**src/rtl/tick_reinject_pkg.sv**
```systemverilog
package tick_reinject_pkg;
  // strobes from control to datapath, one cycle each
  typedef struct packed {
    logic clrState;  // empty backlog, set ack flag
    logic ackSet;    // set ack flag
    logic decPend;   // backlog minus one (applied first)
    logic incPend;   // backlog plus one, saturating (applied second)
    logic deliver;   // fire interrupt pulse, clear ack flag
  } ctrlStrobe_t;
endpackage

```
**src/rtl/tick_reinject_ctrl.sv**
```systemverilog
module tick_reinject_ctrl
  import tick_reinject_pkg::*;
(
  input  logic        clk,
  input  logic        rstN,
  input  logic        tickIn,
  input  logic        ackIn,
  input  logic        unmaskIn,
  input  logic        reinjectEn,
  input  logic        reprogramIn,
  input  logic        pendNonZero,
  input  logic        pendAboveOne,
  input  logic        ackFlag,
  output ctrlStrobe_t strobe
);
  logic enPrev;
  logic enRise;
  logic clrEvent;
  logic ackRequest;
  logic flagAfterAck;

  always_ff @(posedge clk) begin
    if (!rstN) enPrev <= 1'b0;
    else       enPrev <= reinjectEn;
  end

  always_comb begin
    enRise       = reinjectEn & ~enPrev;
    clrEvent     = reprogramIn | unmaskIn | enRise;
    ackRequest   = 1'b0;
    flagAfterAck = ackFlag;
    strobe       = '0;
    strobe.clrState = clrEvent;
    if (!reinjectEn) begin
      // direct forwarding, no gating
      strobe.deliver = tickIn;
    end else if (!clrEvent) begin
      // acknowledge first, then tick
      strobe.ackSet  = ackIn;
      strobe.decPend = ackIn & pendNonZero;
      ackRequest     = ackIn & pendAboveOne;
      flagAfterAck   = ackFlag | ackIn;
      strobe.incPend = tickIn;
      strobe.deliver = (ackRequest | tickIn) & flagAfterAck;
    end
  end
endmodule

```
**src/rtl/tick_reinject_dp.sv**
```systemverilog
module tick_reinject_dp
  import tick_reinject_pkg::*;
#(
  parameter int CNT_W      = 4,
  parameter int PERIOD_W   = 16,
  parameter int MIN_PERIOD = 100
) (
  input  logic                clk,
  input  logic                rstN,
  input  ctrlStrobe_t         strobe,
  input  logic                reprogramIn,
  input  logic [PERIOD_W-1:0] reqPeriod,
  output logic                pendNonZero,
  output logic                pendAboveOne,
  output logic                ackFlag,
  output logic                irqOut,
  output logic [PERIOD_W-1:0] effPeriod,
  output logic [CNT_W-1:0]    pendCnt
);
  localparam logic [CNT_W-1:0]    PEND_MAX = {CNT_W{1'b1}};
  localparam logic [CNT_W-1:0]    PEND_ONE = {{(CNT_W-1){1'b0}}, 1'b1};
  localparam logic [PERIOD_W-1:0] FLOOR    = PERIOD_W'(MIN_PERIOD);

  logic [CNT_W-1:0]    pendMid;
  logic [CNT_W-1:0]    pendNext;
  logic [PERIOD_W-1:0] clampedPeriod;

  assign pendNonZero  = (pendCnt != '0);
  assign pendAboveOne = (pendCnt > PEND_ONE);

  always_comb begin
    pendMid  = strobe.decPend ? pendCnt - PEND_ONE : pendCnt;
    pendNext = (strobe.incPend && (pendMid != PEND_MAX)) ? pendMid + PEND_ONE : pendMid;
  end

  always_ff @(posedge clk) begin
    if (!rstN) begin
      pendCnt <= '0;
      ackFlag <= 1'b1;
      irqOut  <= 1'b0;
    end else begin
      irqOut <= strobe.deliver;
      if (strobe.clrState) begin
        pendCnt <= '0;
        ackFlag <= 1'b1;
      end else begin
        pendCnt <= pendNext;
        ackFlag <= (ackFlag | strobe.ackSet) & ~strobe.deliver;
      end
    end
  end

  generate
    if (MIN_PERIOD > 0) begin : g_clamp
      assign clampedPeriod = (reqPeriod < FLOOR) ? FLOOR : reqPeriod;
    end else begin : g_pass
      assign clampedPeriod = reqPeriod;
    end
  endgenerate

  always_ff @(posedge clk) begin
    if (!rstN)            effPeriod <= FLOOR;
    else if (reprogramIn) effPeriod <= clampedPeriod;
  end
endmodule

```
**src/rtl/tick_reinject.sv**
```systemverilog
module tick_reinject
  import tick_reinject_pkg::*;
#(
  parameter int CNT_W      = 4,
  parameter int PERIOD_W   = 16,
  parameter int MIN_PERIOD = 100
) (
  input  logic                clk,
  input  logic                rstN,
  input  logic                tickIn,
  input  logic                ackIn,
  input  logic                unmaskIn,
  input  logic                reinjectEn,
  input  logic                reprogramIn,
  input  logic [PERIOD_W-1:0] reqPeriod,
  output logic                irqOut,
  output logic [PERIOD_W-1:0] effPeriod
);
  ctrlStrobe_t      strobe;
  logic             pendNonZero;
  logic             pendAboveOne;
  logic             ackFlag;
  logic [CNT_W-1:0] pendCnt;

  tick_reinject_ctrl u_ctrl (
    .clk(clk), .rstN(rstN), .tickIn(tickIn), .ackIn(ackIn),
    .unmaskIn(unmaskIn), .reinjectEn(reinjectEn), .reprogramIn(reprogramIn),
    .pendNonZero(pendNonZero), .pendAboveOne(pendAboveOne),
    .ackFlag(ackFlag), .strobe(strobe)
  );

  tick_reinject_dp #(
    .CNT_W(CNT_W), .PERIOD_W(PERIOD_W), .MIN_PERIOD(MIN_PERIOD)
  ) u_dp (
    .clk(clk), .rstN(rstN), .strobe(strobe), .reprogramIn(reprogramIn),
    .reqPeriod(reqPeriod), .pendNonZero(pendNonZero),
    .pendAboveOne(pendAboveOne), .ackFlag(ackFlag), .irqOut(irqOut),
    .effPeriod(effPeriod), .pendCnt(pendCnt)
  );
endmodule

```
**config.mk**
```make
export PLATFORM = sky130hd
export DESIGN_NAME = tick_reinject
export DESIGN_NICKNAME = d
export VERILOG_FILES = /design/src/rtl/tick_reinject_pkg.sv /design/src/rtl/tick_reinject_ctrl.sv /design/src/rtl/tick_reinject_dp.sv /design/src/rtl/tick_reinject.sv
export SDC_FILE = /design/constraint.sdc
export NUM_CORES = 1
export LEC_CHECK = 0
export BUFFER_PORTS_ARGS = -buffer_cell sky130_fd_sc_hd__clkbuf_2
export CAP_MARGIN = 20
export CORE_MARGIN = 2
export CORE_UTILIZATION = 52
export CTS_BUF_LIST = sky130_fd_sc_hd__clkbuf_16
export DETAILED_ROUTE_END_ITERATION = 8
export GPL_TIMING_DRIVEN = 0
export PLACE_DENSITY_LB_ADDON = 0.25
export SYNTH_ARGS = -nofsm -noshare
export SYNTH_HDL_FRONTEND = slang
export SYNTH_HIERARCHICAL = 1
export SYNTH_SLANG_ARGS = --single-unit
```
**constraint.sdc**
```tcl
create_clock -name clk -period 3.8 [get_ports clk]
set_input_delay 0.19 -clock clk [delete_from_list [all_inputs] [get_ports clk]]
set_output_delay 0.19 -clock clk [all_outputs]
set_load 0.02 [all_outputs]
```
After elaboration in Yosys (flattened, before gate mapping)
Cells that the tools add are included.
Widths: inputs -> output; s select.

storage, ports and cells
  output and inout port bits = 17
  register bits after elaboration = 23
  bits of input ports = 23
  word-level logic and storage cells = 32

cells by class
  bitwise logic cells = 13
  $add $sub $neg = 2
  reduce and logical (&&, ||, !) cells = 3
  muxes and demuxes = 6
  magnitude comparators = 2
  eq/ne operators = 1

operators with widths
  cell                 count
  $lt 16x7->1 const B  1
  $mux 16              1
  $mux 4               3
  $and 1x1->1          5
  $or 1x1->1           5
  $add 4x1->4 const B  1
  $gt 4x1->1 const B   1
  $ne 4x4->1 const B   1
  $reduce_bool 4->1    1
  $sub 4x1->4 const B  1
  $mux 3               1
  $not 1->1            3
  $reduce_or 2->1      1
  $logic_and 1x1->1    1
  $mux 1               1

Logic depth before layout (Yosys ltp)
  word-level depth = 10
  depth in mapped cells = 10
  mapped depth without buffers = 10

By module
Netlist, hierarchy kept.

by module, submodules not included
  module              cells an instance  area an instance (um2)  instances  sequential area each (um2)
  tick_reinject_dp    104                1009.7                  1          440.4
  tick_reinject_ctrl  13                 97.6                    1          20.0

Worst setup path before layout
No wires, ideal clock.

  path kind = register -> register
  from = register u_dp.pendCnt[0]
  to = register u_dp.pendCnt[3]
  period minus slack after synthesis = 2.152 ns
  path buffers = 0
  data arrival time = 2.022 ns
  setup slack = 1.648 ns
  setup time = 0.130 ns
  data required time = 3.670 ns
  cell stages (with the launch flop) = 10
  cells stage by stage = dfxtp_1 > inv_1 > ha_1 > nand2_1 > and2_1 > and2b_1 > or2_2 > ha_1 > o41ai_1 > a21boi_1

RTL lines
  what                      line                    RTL
  start: declaration        tick_reinject_dp.sv:18  output logic [CNT_W-1:0] pendCnt
  start signal: assignment  tick_reinject_dp.sv:47  pendCnt <= pendNext;

==> out/results.ini <==
[timing]
fin_tns_setup_ns = 0
final-hold-violation-count = 0
drv_slew = 0
setup_ws_ns = 1.46
tightest_slew_ns = 0.470
fin_skew_ns = 0.00131
setup-violations-final = 0
rsz0062_at_grt = no
layout_min_cycle_time_ns = 2.34
timing.final.crit_share = 0.615
max_freq_mhz = 428
relSlewSlack = 0.686

[critical_path]
endpoint_kind = register
slowest_delay_ns = 0.44
arrival_ns = 2.52
crit_chain = inv_1 > ha_1 > nand2_1 > and2_1 > and2b_1 > or2_2 > ha_1 > a31oi_1 > mux2i_1
slowest_stage = dfxtp_1
path_class = register to register
critPathLaunchType = register
required_ns = 3.98
path_common_cell = ha_1
crit_fanout = 5

[global_routing]
antenna_found_initial = 0
grt_max_degree = 15
track_usage = 0.201
grt_pass1_vias = 954
grt_pass1_wl_mm = 4.00
grt_overflow = 0

[clock_network]
hold_buffers = 0
cts_buffer_depth = 2
cts_root_buffer = clkbuf_16
clock-sinks = 23
numCtsBuffers = 3
insertion_delay_ns = 0.25
clk_pin_slew_ns = 0.06
postCtsSetupRepairBufs = 0
h-tree-depth = 1
cts_resized = 0
cts_tree = done

[pwr]
p_clk_frac = 0.411
pwr-share-comb = 0.125
power_density_nw_per_um2 = 392
p_sw_frac = 0.236
power_leakage_nw = 0.679
power.net_switching_w = 0.000131
pwr-share-seq = 0.464
p_int_w = 0.000426
max-vdd-ir-drop_mv = 0.250

[route]
finalWirelength_mm = 2.30
detail_route.wl_per_cell_um = 12.3
num_vias = 961
ant_nets = 0
drc = 0
drt_iter0_markers = 9
viasPerCell = 5.14
first_pass_iters = 4

[place]
dpl_cell_area_um2 = 1340
port_buffers = 39
place_worst_setup_slack_ns = 1.46
dp_hpwl_mm = 1.83
routabilityCongestion = 0.824
placed_cells = 183

[die]
fp-row-count = 16
die_area_um2 = 2510
ios = 40
core_um2 = 1980
die_h_um = 50.1
die_width_um = 50.1
start_util = 0.559

[synthesis]
syn_nets = 144
yosysSeqAreaShare = 0.416
ys_async_sr_fraction = 0
synthFlopType = dfxtp_1
synth_area_um2 = 1110
avgSynthCellArea_um2 = 9.46
synth_cells = 117
netlist_top_cells_area = dfxtp_1 42%, mux2i_1 9.9%, nor2b_1 6.8%
synth_largest_area_cell = dfxtp_1
yosys.cell_types.count = 40
synth_top_area_share = 0.416
synth_edf_count = 0
yosysWarnings = 6
synth_seq_cells = 23

[cells_and_area]
n_antenna_cell = 0
syn2layout_area_growth_pct = 28.1
fin_area_um2 = 1420
drive_gt1_frac = 0.313
final_cell_mix = 39 x clkbuf_2, 23 x dfxtp_1, 12 x nor2b_1, 11 x mux2i_1, 8 x nand2_1
post-route-util = 0.716
multi_input_area_um2 = 604
fillers = 153
final_nets = 188
final_common_cell = clkbuf_2
register_area_um2 = 460
fin_cells = 187

[hold_path]
hp-class = input port to register

[outcome]
outcome = completed

[run]
maxCapViolCount = 0

==> stage by stage <==
step,hold WS [ns],power [W]
floorplan,0.312,0.000303
global placement,0.403,0.000331
detailed placement,0.408,0.000333
CTS,0.144,0.000562
global route,0.151,0.000579
finish,0.145,0.000557
==> path summary, 6_finish.rpt <==
check / end / cells after the start / start / slack (ns)
worst max register to register: u_dp/pendCnt[1] / 9 / u_dp/pendCnt[0] / 1.46
worst max-delay path: u_dp/pendCnt[1] / 9 / u_dp/pendCnt[0] / 1.46
worst min register to register: u_dp/effPeriod[2] / 2 / u_dp/effPeriod[2] / 0.48
worst min-delay path: u_dp/effPeriod[0] / 2 / reqPeriod[0] / 0.15
==> logic make-up (layout without fill, tap and decap cells) <==
| logic type | count (synthesis) | count (layout) | share of synthesized area |
|---|---|---|---|
| xor+xnor | 4 | 4 | 0.0384 |
| simple gates | 47 | 47 | 0.246 |
| mux | 11 | 11 | 0.0994 |
| flops | 23 | 23 | 0.416 |
| fa+ha+maj | 4 | 4 | 0.0452 |
| buf+inv | 10 | 53 | 0.0384 |
| compound gates | 18 | 18 | 0.116 |
==> layout make-up <==
type,count,share of cell area
repair buffers,39,0.138
plain buffers,4,0.0141
clock buffers,3,0.0529
flip-flops and latches,23,0.325
well taps,27,0.0238
multi-input cells,84,0.426
clock inverters,1,0.00529
inverters,6,0.0159
==> state kept, by name, summed over array words and instances (netlist names) <==
| name | count |
|---|---|
| u_dp/effPeriod | 16 |
| u_dp/irqOut | 1 |
| u_dp/ackFlag | 1 |
| u_ctrl/enPrev | 1 |
| u_dp/pendCnt | 4 |
==> power by group through the flow <==
stage	clock network [W]	registers [W]	logic (W)
3_5_place_dp	0	0.000263	0.0000700
5_1_grt	0.000244	0.000259	0.0000760
3_3_place_gp	0	0.000263	0.0000679
2_1_floorplan	0	0.000276	0.0000268
6_report	0.000229	0.000258	0.0000697
4_1_cts	0.000234	0.000258	0.0000703
==> cells in the mapped netlist, drive strengths merged, types with 2 or more instances <==
cell type  count
nor3b          2
clkbuf         2
mux2i         11
a22o           3
nand2b         2
dfxtp         23
nor2b         12
a31oi          2
buf            2
nand2          8
and3           3
xor2           3
ha             4
o21ai          6
inv            6
and2           3
a21boi         2
nor2           7
==> routing by layer <==
layer | part of all wire | wire (um) | global-route usage
met3 | 0.047 | 107 | 0.0298
met4 | 0.0052 | 12 | 0.0556
met5 | 0 | 0 | 0
met2 | 0.49 | 1130 | 0.362
met1 | 0.45 | 1040 | 0.248
==> critical path: cells and delay by family, from the launching register on <==
family / cells / cell delay [ns]
DFF: 1 / 0.44
adders and majority gates: 2 / 0.43
muxes: 1 / 0.23
buffers and inverters: 1 / 0.10
AOI/OAI and AO/OA: 1 / 0.28
and+or+nand+nor: 4 / 0.77
Note: power is estimated with default switching activity, not from simulation.
